<file path="config.mk">
export PLATFORM = sky130hd
export DESIGN_NAME = smart_victim_buf
export DESIGN_NICKNAME = d
export VERILOG_FILES = /design/src/rtl/svb_pkg.sv /design/src/rtl/svb_miss_table.sv /design/src/rtl/svb_victim_region.sv /design/src/rtl/svb_stream_region.sv /design/src/rtl/smart_victim_buf.sv
export SDC_FILE = /design/constraint.sdc
export NUM_CORES = 2
export LEC_CHECK = 0
export BUFFER_PORTS_ARGS = -buffer_cell sky130_fd_sc_hd__buf_2
export CORE_MARGIN = 3
export CORE_UTILIZATION = 41
export CTS_BUF_LIST = sky130_fd_sc_hd__clkbuf_4 sky130_fd_sc_hd__clkbuf_8
export DETAILED_ROUTE_END_ITERATION = 10
export GPL_ROUTABILITY_DRIVEN = 0
export PLACE_DENSITY_LB_ADDON = 0.12
export SETUP_SLACK_MARGIN = 0.4
export SYNTH_ARGS = -nofsm -noshare
export SYNTH_HDL_FRONTEND = slang
export SYNTH_SLANG_ARGS = --single-unit
export TNS_END_PERCENT = 50
</file>
<file path="constraint.sdc">
create_clock -name clk -period 26.3 [get_ports clk]
set_input_delay 5.26 -clock clk [delete_from_list [all_inputs] [get_ports clk]]
set_output_delay 5.26 -clock clk [all_outputs]
set_load 0.02 [all_outputs]
</file>
<file path="src/rtl/svb_pkg.sv">
package svb_pkg;
    typedef enum logic [1:0] {
        RG_NONE   = 2'd0,
        RG_VICTIM = 2'd1,
        RG_STREAM = 2'd2
    } region_e;

    function automatic int idx_bits(input int n);
        return (n < 2) ? 1 : $clog2(n);
    endfunction
endpackage

</file>
<file path="src/rtl/svb_miss_table.sv">
module svb_miss_table #(
    parameter int TAG_W = 25,
    parameter int ENT_N = 8,
    parameter int CNT_W = 3,
    parameter int NQ    = 4
) (
    input  logic                        clk,
    input  logic                        rst,
    input  logic                        upd_valid,
    input  logic [TAG_W-1:0]            upd_tag,
    output logic [CNT_W-1:0]            upd_cnt,
    input  logic [NQ-1:0][TAG_W-1:0]    q_tags,
    output logic [NQ-1:0][CNT_W-1:0]    q_cnts
);
    localparam int IDX_W = svb_pkg::idx_bits(ENT_N);
    localparam logic [CNT_W-1:0] CMAX = {CNT_W{1'b1}};

    logic [ENT_N-1:0]              vld;
    logic [ENT_N-1:0][TAG_W-1:0]   tags;
    logic [ENT_N-1:0][CNT_W-1:0]   cnts;
    logic [IDX_W-1:0]              rr;

    logic             hit_any, free_any;
    logic [IDX_W-1:0] hit_idx, free_idx, alloc_idx;

    always_comb begin
        hit_any  = 1'b0;
        hit_idx  = '0;
        free_any = 1'b0;
        free_idx = '0;
        for (int i = 0; i < ENT_N; i++) begin
            if (!hit_any && vld[i] && tags[i] == upd_tag) begin
                hit_any = 1'b1;
                hit_idx = IDX_W'(i);
            end
            if (!free_any && !vld[i]) begin
                free_any = 1'b1;
                free_idx = IDX_W'(i);
            end
        end
        alloc_idx = free_any ? free_idx : rr;
        upd_cnt   = hit_any ? cnts[hit_idx] : '0;
    end

    always_comb begin
        for (int q = 0; q < NQ; q++) begin
            q_cnts[q] = '0;
            for (int i = 0; i < ENT_N; i++) begin
                if (vld[i] && tags[i] == q_tags[q]) q_cnts[q] = cnts[i];
            end
        end
    end

    always_ff @(posedge clk) begin
        if (rst) begin
            vld  <= '0;
            tags <= '0;
            cnts <= '0;
            rr   <= '0;
        end else if (upd_valid) begin
            if (hit_any) begin
                if (cnts[hit_idx] != CMAX) cnts[hit_idx] <= cnts[hit_idx] + 1'b1;
            end else begin
                vld[alloc_idx]  <= 1'b1;
                tags[alloc_idx] <= upd_tag;
                cnts[alloc_idx] <= CNT_W'(1);
                if (!free_any) rr <= (rr == IDX_W'(ENT_N - 1)) ? '0 : rr + 1'b1;
            end
        end
    end
endmodule

</file>
<file path="src/rtl/svb_victim_region.sv">
module svb_victim_region #(
    parameter int TAG_W  = 25,
    parameter int DATA_W = 32,
    parameter int LINES  = 4,
    parameter int CNT_W  = 3
) (
    input  logic                          clk,
    input  logic                          rst,
    input  logic [TAG_W-1:0]              look_tag,
    output logic                          look_hit,
    output logic [DATA_W-1:0]             look_data,
    input  logic                          hit_act,
    input  logic                          sw_valid,
    input  logic [TAG_W-1:0]              sw_tag,
    input  logic [DATA_W-1:0]             sw_data,
    input  logic                          ins_valid,
    input  logic [TAG_W-1:0]              ins_tag,
    input  logic [DATA_W-1:0]             ins_data,
    input  logic [CNT_W-1:0]              thr,
    input  logic [LINES-1:0][CNT_W-1:0]   line_cnt,
    output logic [LINES-1:0][TAG_W-1:0]   line_tag
);
    localparam int IDX_W = svb_pkg::idx_bits(LINES);

    typedef struct packed {
        logic [TAG_W-1:0]  tag;
        logic [DATA_W-1:0] data;
    } line_t;

    logic [LINES-1:0]            vld;
    line_t [LINES-1:0]           mem;
    logic [LINES-1:0][IDX_W-1:0] age;

    logic [IDX_W-1:0] hidx, sel_idx, wr_idx;
    logic             free_any, have_cand, wr_en, clr_en;
    logic [LINES-1:0] cold, cand;
    line_t            wr_line;

    generate
        for (genvar g = 0; g < LINES; g++) begin : g_tag
            assign line_tag[g] = mem[g].tag;
            assign cold[g]     = line_cnt[g] < thr;
        end
    endgenerate

    always_comb begin
        look_hit  = 1'b0;
        hidx      = '0;
        look_data = '0;
        for (int i = 0; i < LINES; i++) begin
            if (!look_hit && vld[i] && mem[i].tag == look_tag) begin
                look_hit  = 1'b1;
                hidx      = IDX_W'(i);
                look_data = mem[i].data;
            end
        end
    end

    always_comb begin
        free_any  = 1'b0;
        sel_idx   = '0;
        for (int i = 0; i < LINES; i++) begin
            if (!free_any && !vld[i]) begin
                free_any = 1'b1;
                sel_idx  = IDX_W'(i);
            end
        end
        cand      = (|cold) ? cold : {LINES{1'b1}};
        have_cand = 1'b0;
        if (!free_any) begin
            for (int i = 0; i < LINES; i++) begin
                if (cand[i] && (!have_cand || age[i] > age[sel_idx])) begin
                    have_cand = 1'b1;
                    sel_idx   = IDX_W'(i);
                end
            end
        end
    end

    always_comb begin
        wr_en   = 1'b0;
        clr_en  = 1'b0;
        wr_idx  = sel_idx;
        wr_line = '{tag: ins_tag, data: ins_data};
        if (hit_act && look_hit) begin
            wr_idx = hidx;
            if (sw_valid) begin
                wr_en   = 1'b1;
                wr_line = '{tag: sw_tag, data: sw_data};
            end else begin
                clr_en = 1'b1;
            end
        end else if (ins_valid) begin
            wr_en = 1'b1;
        end
    end

    always_ff @(posedge clk) begin
        if (rst) begin
            vld <= '0;
            mem <= '0;
            for (int i = 0; i < LINES; i++) age[i] <= IDX_W'(i);
        end else begin
            if (clr_en) vld[wr_idx] <= 1'b0;
            if (wr_en) begin
                vld[wr_idx] <= 1'b1;
                mem[wr_idx] <= wr_line;
                for (int i = 0; i < LINES; i++) begin
                    if (IDX_W'(i) == wr_idx)      age[i] <= '0;
                    else if (age[i] < age[wr_idx]) age[i] <= age[i] + 1'b1;
                end
            end
        end
    end
endmodule

</file>
<file path="src/rtl/svb_stream_region.sv">
module svb_stream_region #(
    parameter int TAG_W  = 25,
    parameter int DATA_W = 32,
    parameter int LINES  = 4
) (
    input  logic              clk,
    input  logic              rst,
    input  logic [TAG_W-1:0]  look_tag,
    output logic              look_hit,
    output logic [DATA_W-1:0] look_data,
    input  logic              hit_act,
    input  logic              fill_valid,
    input  logic [TAG_W-1:0]  fill_tag,
    input  logic [DATA_W-1:0] fill_data
);
    localparam int IDX_W = svb_pkg::idx_bits(LINES);

    typedef struct packed {
        logic [TAG_W-1:0]  tag;
        logic [DATA_W-1:0] data;
    } line_t;

    logic [LINES-1:0]  vld;
    line_t [LINES-1:0] mem;
    logic [IDX_W-1:0]  wp, hidx;

    always_comb begin
        look_hit  = 1'b0;
        hidx      = '0;
        look_data = '0;
        for (int i = 0; i < LINES; i++) begin
            if (!look_hit && vld[i] && mem[i].tag == look_tag) begin
                look_hit  = 1'b1;
                hidx      = IDX_W'(i);
                look_data = mem[i].data;
            end
        end
    end

    always_ff @(posedge clk) begin
        if (rst) begin
            vld <= '0;
            mem <= '0;
            wp  <= '0;
        end else begin
            if (hit_act && look_hit) vld[hidx] <= 1'b0;
            if (fill_valid) begin
                vld[wp] <= 1'b1;
                mem[wp] <= '{tag: fill_tag, data: fill_data};
                wp      <= (wp == IDX_W'(LINES - 1)) ? '0 : wp + 1'b1;
            end
        end
    end
endmodule

</file>
<file path="src/rtl/smart_victim_buf.sv">
module smart_victim_buf #(
    parameter int ADDR_W     = 32,
    parameter int DATA_W     = 32,
    parameter int LINE_BYTES = 128,
    parameter int VIC_N      = 4,
    parameter int STR_N      = 4,
    parameter int MIS_N      = 8,
    parameter int CNT_W      = 3
) (
    input  logic              clk,
    input  logic              rst,
    input  logic              lk_valid,
    input  logic [ADDR_W-1:0] lk_addr,
    input  logic              lk_swp_valid,
    input  logic [ADDR_W-1:0] lk_swp_addr,
    input  logic [DATA_W-1:0] lk_swp_data,
    output logic              lk_hit,
    output logic [1:0]        lk_region,
    output logic [DATA_W-1:0] lk_data,
    output logic [CNT_W-1:0]  lk_cnt,
    input  logic              ev_valid,
    input  logic [ADDR_W-1:0] ev_addr,
    input  logic [DATA_W-1:0] ev_data,
    input  logic              fl_valid,
    input  logic [ADDR_W-1:0] fl_addr,
    input  logic [DATA_W-1:0] fl_data,
    input  logic [CNT_W-1:0]  hot_thr
);
    import svb_pkg::*;

    localparam int OFS_W = $clog2(LINE_BYTES);
    localparam int TAG_W = ADDR_W - OFS_W;

    logic [TAG_W-1:0] lk_tag, swp_tag, ev_tag, fl_tag, ins_tag;
    logic             v_hit, s_hit, v_act, s_act, ins_valid;
    logic [DATA_W-1:0] v_data, s_data, ins_data;
    logic [CNT_W-1:0] cnt_now;
    logic [VIC_N-1:0][TAG_W-1:0] v_tags;
    logic [VIC_N-1:0][CNT_W-1:0] v_cnts;
    region_e          region;

    assign lk_tag  = lk_addr[ADDR_W-1:OFS_W];
    assign swp_tag = lk_swp_addr[ADDR_W-1:OFS_W];
    assign ev_tag  = ev_addr[ADDR_W-1:OFS_W];
    assign fl_tag  = fl_addr[ADDR_W-1:OFS_W];

    assign v_act = lk_valid && v_hit;
    assign s_act = lk_valid && s_hit && !v_hit;

    always_comb begin
        ins_valid = 1'b0;
        ins_tag   = ev_tag;
        ins_data  = ev_data;
        if (s_act) begin
            ins_valid = lk_swp_valid;
            ins_tag   = swp_tag;
            ins_data  = lk_swp_data;
        end else if (!lk_valid) begin
            ins_valid = ev_valid;
        end
    end

    always_comb begin
        region  = RG_NONE;
        lk_data = '0;
        if (v_act) begin
            region  = RG_VICTIM;
            lk_data = v_data;
        end else if (s_act) begin
            region  = RG_STREAM;
            lk_data = s_data;
        end
    end

    assign lk_region = region;
    assign lk_hit    = (region != RG_NONE);
    assign lk_cnt    = lk_valid ? cnt_now : '0;

    svb_miss_table #(
        .TAG_W(TAG_W), .ENT_N(MIS_N), .CNT_W(CNT_W), .NQ(VIC_N)
    ) u_miss (
        .clk(clk), .rst(rst),
        .upd_valid(lk_valid), .upd_tag(lk_tag), .upd_cnt(cnt_now),
        .q_tags(v_tags), .q_cnts(v_cnts)
    );

    svb_victim_region #(
        .TAG_W(TAG_W), .DATA_W(DATA_W), .LINES(VIC_N), .CNT_W(CNT_W)
    ) u_vic (
        .clk(clk), .rst(rst),
        .look_tag(lk_tag), .look_hit(v_hit), .look_data(v_data),
        .hit_act(v_act), .sw_valid(lk_swp_valid), .sw_tag(swp_tag), .sw_data(lk_swp_data),
        .ins_valid(ins_valid), .ins_tag(ins_tag), .ins_data(ins_data),
        .thr(hot_thr), .line_cnt(v_cnts), .line_tag(v_tags)
    );

    svb_stream_region #(
        .TAG_W(TAG_W), .DATA_W(DATA_W), .LINES(STR_N)
    ) u_str (
        .clk(clk), .rst(rst),
        .look_tag(lk_tag), .look_hit(s_hit), .look_data(s_data),
        .hit_act(s_act),
        .fill_valid(fl_valid), .fill_tag(fl_tag), .fill_data(fl_data)
    );
endmodule

</file>
# After elaboration in Yosys (flattened, before gate mapping)

Index checks and enable logic that the tools add are counted.

Memories: 0
ROM bits: 0
Latch bits: 0
RAM bits: 0
Word-level logic and storage cells: 450
Flip-flop bits (word level): 709

Shift operators: 0
Multiply operators: 0
Reductions and logical operators: 136
Div/mod/pow operators: 0
Equality and inequality tests: 55
Muxes and demuxes: 175
Bitwise gates (word level): 12
Add/sub/neg operators: 7
Magnitude comparators: 24

Operators with widths:

| operator                                            | count |
|---|---|
| equality test 25 bit                                | 48 |
| bitwise mux 228 bit                                 | 2 |
| two-way mux 32 bit                                  | 11 |
| demux 57 bit (select 2 bit)                         | 2 |
| two-way mux 57 bit                                  | 4 |
| bitwise mux 200 bit                                 | 1 |
| two-way mux 3 bit                                   | 47 |
| logical AND 1 bit                                   | 84 |
| demux 25 bit (select 3 bit)                         | 1 |
| two-way mux 2 bit                                   | 34 |
| two-way mux 1 bit                                   | 50 |
| two-way mux 25 bit                                  | 2 |
| two-way mux 24 bit                                  | 2 |
| logical NOT 1 bit                                   | 35 |
| two-way mux 4 bit                                   | 7 |
| bitwise mux 24 bit                                  | 1 |
| demux 3 bit (select 3 bit)                          | 2 |
| < comparator 2 x 3 -> 1 bit (second input constant) | 6 |
| bitwise AND 16 bit                                  | 1 |
| binary-select mux 2 bit (select 2 bit)              | 4 |
| NOT 16 bit                                          | 1 |
| bitwise OR 8 bit                                    | 2 |
| < comparator 3 bit                                  | 4 |
| AND reduction 2 bit                                 | 6 |
| other kinds (25)                                    | 52 |

# Depth between registers and ports, before layout

Depth after elaboration: 47
Depth in mapped cells: 58
Mapped depth without buffers: 55

# Modules after synthesis

Synthesis repeated with hierarchy kept, for this count alone.

Cell total of the unflattened synthesis: 5875
Area total of the unflattened synthesis: 47740.8 µm²

By module, submodules not included:

| module            | sequential area each (µm²) | instances | cells each | area each (µm²) |
|---|---|---|---|---|
| svb_miss_table    | 4704.5                     | 1         | 2770       | 22651.7 |
| svb_victim_region | 4804.6                     | 1         | 1480       | 12781.0 |
| svb_stream_region | 4684.5                     | 1         | 1439       | 10842.9 |
| smart_victim_buf  | 0.0                        | 1         | 186        | 1465.2 |

# Least setup slack after synthesis

Ideal clock, no wire load.

Path type: input -> output
From: in lk_addr[15]
To: out lk_cnt[0]
Data arrival time: 8.420 ns
Buffers on the path: 3
Stages: 13
Path slack: 12.620 ns
Data required time: 21.040 ns
Path through: clkbuf_1 buf_2 xor2_1 nor4b_1 nand4_1 or4_1 nor4b_1 and2_1 clkbuf_1 nor4b_2 nand2_1 nor4bb_1 and3_1

Longest elaborated chain between the ends: 35
Elaborated cells on any way between the ends: 49

Ends and longest elaborated chain:

| what                                    | line                   | RTL |
|---|---|---|
| start, declared                         | smart_victim_buf.sv:13 | `input logic [ADDR_W-1:0] lk_addr,` |
| equality test 25 bit                    | svb_miss_table.sv:32   | `if (!hit_any && vld[i] && tags[i] == upd_tag) begin` |
| logical AND 1 bit                       | svb_miss_table.sv:32   |  |
| two-way mux 1 bit                       | svb_miss_table.sv:32   |  |
| logical NOT 1 bit                       | svb_miss_table.sv:32   |  |
| logical AND 1 bit (2 in series)         | svb_miss_table.sv:32   |  |
| two-way mux 1 bit                       | svb_miss_table.sv:32   |  |
| logical NOT 1 bit                       | svb_miss_table.sv:32   |  |
| logical AND 1 bit (2 in series)         | svb_miss_table.sv:32   |  |
| [16 not listed]                         | --                     |  |
| two-way mux 1 bit                       | svb_miss_table.sv:32   |  |
| logical NOT 1 bit                       | svb_miss_table.sv:32   |  |
| logical AND 1 bit (2 in series)         | svb_miss_table.sv:32   |  |
| two-way mux 3 bit                       | svb_miss_table.sv:32   |  |
| binary-select mux 3 bit (select 3 bit)  | svb_miss_table.sv:42   | `upd_cnt = hit_any ? cnts[hit_idx] : '0;` |
| two-way mux 3 bit (implied by the code) | svb_miss_table.sv:42   |  |
| two-way mux 3 bit *                     | svb_miss_table.sv:42   |  |
| two-way mux 3 bit *                     | smart_victim_buf.sv:77 | `assign lk_cnt = lk_valid ? cnt_now : '0;` |
| end, declared                           | smart_victim_buf.sv:20 | `output logic [CNT_W-1:0] lk_cnt,` |

Mark *: on every way between the ends. The rest lies on a longest branch, timed or not. The select of a mux whose other input is x is not followed.

# Worst setup path in the final report

From: in lk_addr[22]
To: out lk_cnt[0]

Same word-level chain as after synthesis.

==> flow_summary_export.csv <==
group,metric,value,unit
synth,yosysUniqueCellTypes,89,
pwr,power.total,2.78,mW
clock_network,postCtsSetupBuffers,0,
sta,setup_repair_after_global_routing_missed_its_margin,"false",
synth,gate_count_of_the_mapped_netlist,6049,
floorplanning,die_y,342,microns
floorplanning,num_rows,122,
clock_network,cts_resized,0,
critical_path,start_kind,"input pin",
clock_network,cts-buffers-inserted,133,
global_routing,busiest_layer,"met2",
floorplanning,core_region_area,0.111,sq mm
sta,fin_crit,15.71,ns
detailed_routing,routed-via-count,45600,
floorplanning,start_util,41.7,%
synth,synth_ff_type,"sky130_fd_sc_hd__dfxtp_1",
clock_network,cts_tree,"built",
synth,synth_enable_flop_cells,0,
cells_and_area,area.growth.synth_to_final,9.52,%
clock_network,clk_pin_slew,0.06,ns
placement,dp.final_hpwl,135,mm
placement,placed_cells_incl_taps,7284,
clock_network,root_buffer,"sky130_fd_sc_hd__clkbuf_8",
clock_network,clk_latency,0.89,ns
sta,worst_slew_pin_slew,1.38,ns
detailed_routing,post_drt_antenna_nets,0,
detailed_routing,drt_pre_antenna_iters,8,
synth,syn-mean-instance-area,7.67,sq um
cells_and_area,drive_above_1_share,12.8,%
critical_path,data_arrival_time_of_the_critical_path,10.45,ns
floorplanning,dieArea,0.117,sq mm
synth,synth_top_area_share,30.6,%
synth,mappedNetlistNets,6304,
critical_path,sort_of_element_at_the_end_of_the_critical_path,"primary output",
cells_and_area,final-seq-area,0.0142,sq mm
clock_network,numClockSinks,709,
global_routing,grt_max_degree,193,
critical_path,criticalPathCategory,"in2out",
synth,number_of_synthesized_register_bits,709,
sta,sum_of_negative_setup_slack,0,ns
global_routing,grt_use_met1,43.9,%
critical_path,worst_reg2reg_path_length_in_cells,56,
clock_network,cts-htree-levels,4,
clock_network,cts-root-to-sink-buffers,3,
hold_path,holdCritPathClass,"reg2reg",
sta,skew,0.0684,ns
cells_and_area,layout_commonest_cell,"sky130_fd_sc_hd__nand2_1",
cells_and_area,fillCellCount,11400,
detailed_routing,route.detailed.wl_per_inst,28.5,microns
synth,yosys_warnings,0,
synth,synth_area_leader_cell,"sky130_fd_sc_hd__dfxtp_1",
detailed_routing,detail_route.iter0.violations,6001,
synth,total_standard_cell_area_after_synthesis,0.0464,sq mm
global_routing,grt_first_pass_wirelength,302,mm
pwr,power_density,54.7,mW/mm^2
synth,synth_seq_area_share,30.6,%
detailed_routing,remaining_drc_errors,0,
status,run_status,"finished clean",
cells_and_area,final_core_utilization,45.6,%
sta,max_freq,0.0636,GHz
clock_network,cts_hold_buffers,0,
placement,io_buf_count,242,
synth,synthArstFlopShare,0,%
cells_and_area,final_net_count,6186,
pwr,power_leakage,18.6,nW
sta,timing.final.max_slew_violations,0,
sta,timing.final.setup_violations,0,
floorplanning,die-width,342,microns
detailed_routing,routed_wirelength,215,mm
sta,finalHoldViolations,0,
floorplanning,pin_count,271,
hold_path,hold_depth,2,
run,drv.max_cap_violation_count,0,
global_routing,grt.met2_usage,50.5,%
cells_and_area,multiInputGateArea,0.0289,sq mm
sta,worst_slew_margin_rel,6.80,%
critical_path,path_max_fanout,15,
synth,top_cells_by_area_in_the_synthesized_netlist,"sky130_fd_sc_hd__dfxtp_1 31%, sky130_fd_sc_hd__xnor2_1 13%, sky130_fd_sc_hd__xor2_1 9.4%",
global_routing,number_of_global_route_vias_before_repair,41600,
pwr,peakVddDrop,37.2,uV
global_routing,groute.usage.overall,35.3,%
global_routing,antenna_found_initial,20,
global_routing,grt.overflow.total,0,
global_routing,use_met3,14.0,%
sta,timing.final.crit_share,59.7,%
cells_and_area,final_cell_count_no_fill,7523,
cells_and_area,layout_common_cells,"995 x sky130_fd_sc_hd__nand2_1, 709 x sky130_fd_sc_hd__dfxtp_1, 682 x sky130_fd_sc_hd__xnor2_1, 515 x sky130_fd_sc_hd__a21oi_1, 497 x sky130_fd_sc_hd__xor2_1",
critical_path,critical_path_required,21.04,ns
detailed_routing,drt-vias-per-instance,6.06,
flip-flops by register name, indices dropped and copies added, names as in the netlist, named ones only:
register,flops
u_vic.age,8
u_miss.tags,200
u_str.vld,4
u_vic.line_tag,100
u_str.mem,228
u_miss.cnts,24
u_miss.vld,8
u_miss.rr,3
u_str.wp,2
u_vic.mem,128
logic make-up (layout without fill, tap and decap cells):
kind of cell | after synthesis | after routing | synth area share [%]
xor+xnor | 1188 | 1188 | 22.6
fa+ha+maj | 24 | 24 | 0.642
buf+inv | 778 | 757 | 7.29
compound gates | 1037 | 1037 | 14.0
simple gates | 2199 | 2199 | 22.3
mux | 114 | 114 | 2.56
flops | 709 | 709 | 30.6
other cells | 0 | 7 | 0
per-layer routing:
| layer | vias to the layer above | part of all wire, % |
|---|---|---|
| met5 | - | 0.061 |
| met4 | 20 | 7.8 |
| met1 | 21400 | 39 |
| li1 | 20400 | - |
| met2 | 2836 | 40 |
| met3 | 928 | 13 |
through the flow:
step	hold slack (ns)	worst slack (ns)	area (sq um)
detailed placement	0.447	10.87	47900
CTS	0.454	10.86	50800
global route	0.467	10.63	50800
finish	0.451	10.59	50800
floorplan	0.436	12.62	46400
global placement	0.441	10.87	47900
power by group:
group          leakage [nW]  internal [mW]  total (mW)  switching [mW]
clock                  1.55          0.670        1.20           0.531
combinational          11.3          0.149       0.441           0.292
sequential             5.74           1.11        1.14          0.0334
synth_stat cells (17+ instances only):
| master | number |
|---|---|
| sky130_fd_sc_hd__dfxtp_1 | 709 |
| sky130_fd_sc_hd__a221oi_1 | 67 |
| sky130_fd_sc_hd__xnor2_1 | 682 |
| sky130_fd_sc_hd__a21oi_1 | 515 |
| sky130_fd_sc_hd__nor2_1 | 396 |
| sky130_fd_sc_hd__o22ai_1 | 41 |
| sky130_fd_sc_hd__a211oi_1 | 236 |
| sky130_fd_sc_hd__mux2_2 | 37 |
| sky130_fd_sc_hd__or4_1 | 24 |
| sky130_fd_sc_hd__buf_1 | 24 |
| sky130_fd_sc_hd__nor4_1 | 213 |
| sky130_fd_sc_hd__nand2b_1 | 23 |
| sky130_fd_sc_hd__nor3_1 | 33 |
| sky130_fd_sc_hd__nand3_1 | 88 |
| sky130_fd_sc_hd__o21ai_0 | 40 |
| sky130_fd_sc_hd__a31oi_1 | 35 |
| sky130_fd_sc_hd__ha_1 | 22 |
| sky130_fd_sc_hd__xor2_1 | 497 |
| sky130_fd_sc_hd__nand2_1 | 999 |
| sky130_fd_sc_hd__inv_1 | 119 |
| sky130_fd_sc_hd__clkbuf_1 | 405 |
| sky130_fd_sc_hd__or2_2 | 40 |
| sky130_fd_sc_hd__buf_4 | 26 |
| sky130_fd_sc_hd__nand4_1 | 264 |
| sky130_fd_sc_hd__buf_6 | 17 |
| sky130_fd_sc_hd__mux2i_1 | 77 |
| sky130_fd_sc_hd__buf_2 | 186 |
area by class of cell:
type,instances,area share (%)
antenna,7,0.0345
clock buffer,201,4.95
clock inverter,31,0.802
inverter,119,0.879
multi-input combinational,4562,56.9
sequential,709,27.9
tap,1488,3.66
timing repair buffer,406,4.85
critical path, stage by stage:
cell                       delay [ns]
sky130_fd_sc_hd__buf_2           0.57
sky130_fd_sc_hd__buf_4           0.42
sky130_fd_sc_hd__xor2_1          0.13
sky130_fd_sc_hd__nor4b_1         0.33
sky130_fd_sc_hd__nand4_1         0.12
sky130_fd_sc_hd__or4_1           0.49
sky130_fd_sc_hd__nor4b_1         1.17
sky130_fd_sc_hd__and2_1          0.44
sky130_fd_sc_hd__nor4b_2         0.13
sky130_fd_sc_hd__nand2_1         0.11
sky130_fd_sc_hd__nor4bb_1        0.65
sky130_fd_sc_hd__and3_1          0.36
sky130_fd_sc_hd__buf_2           0.20
worst paths after layout:
path                           start                 end  slack [ns]
setup / recovery         lk_addr[22]           lk_cnt[0]       10.59
hold / removal         u_str.mem[75]       u_str.mem[75]        0.45
setup reg to reg  u_vic.line_tag[81]  u_vic.line_tag[97]       12.45
hold reg to reg        u_str.mem[75]       u_str.mem[75]        0.45
(Power assumes the default switching activity.)
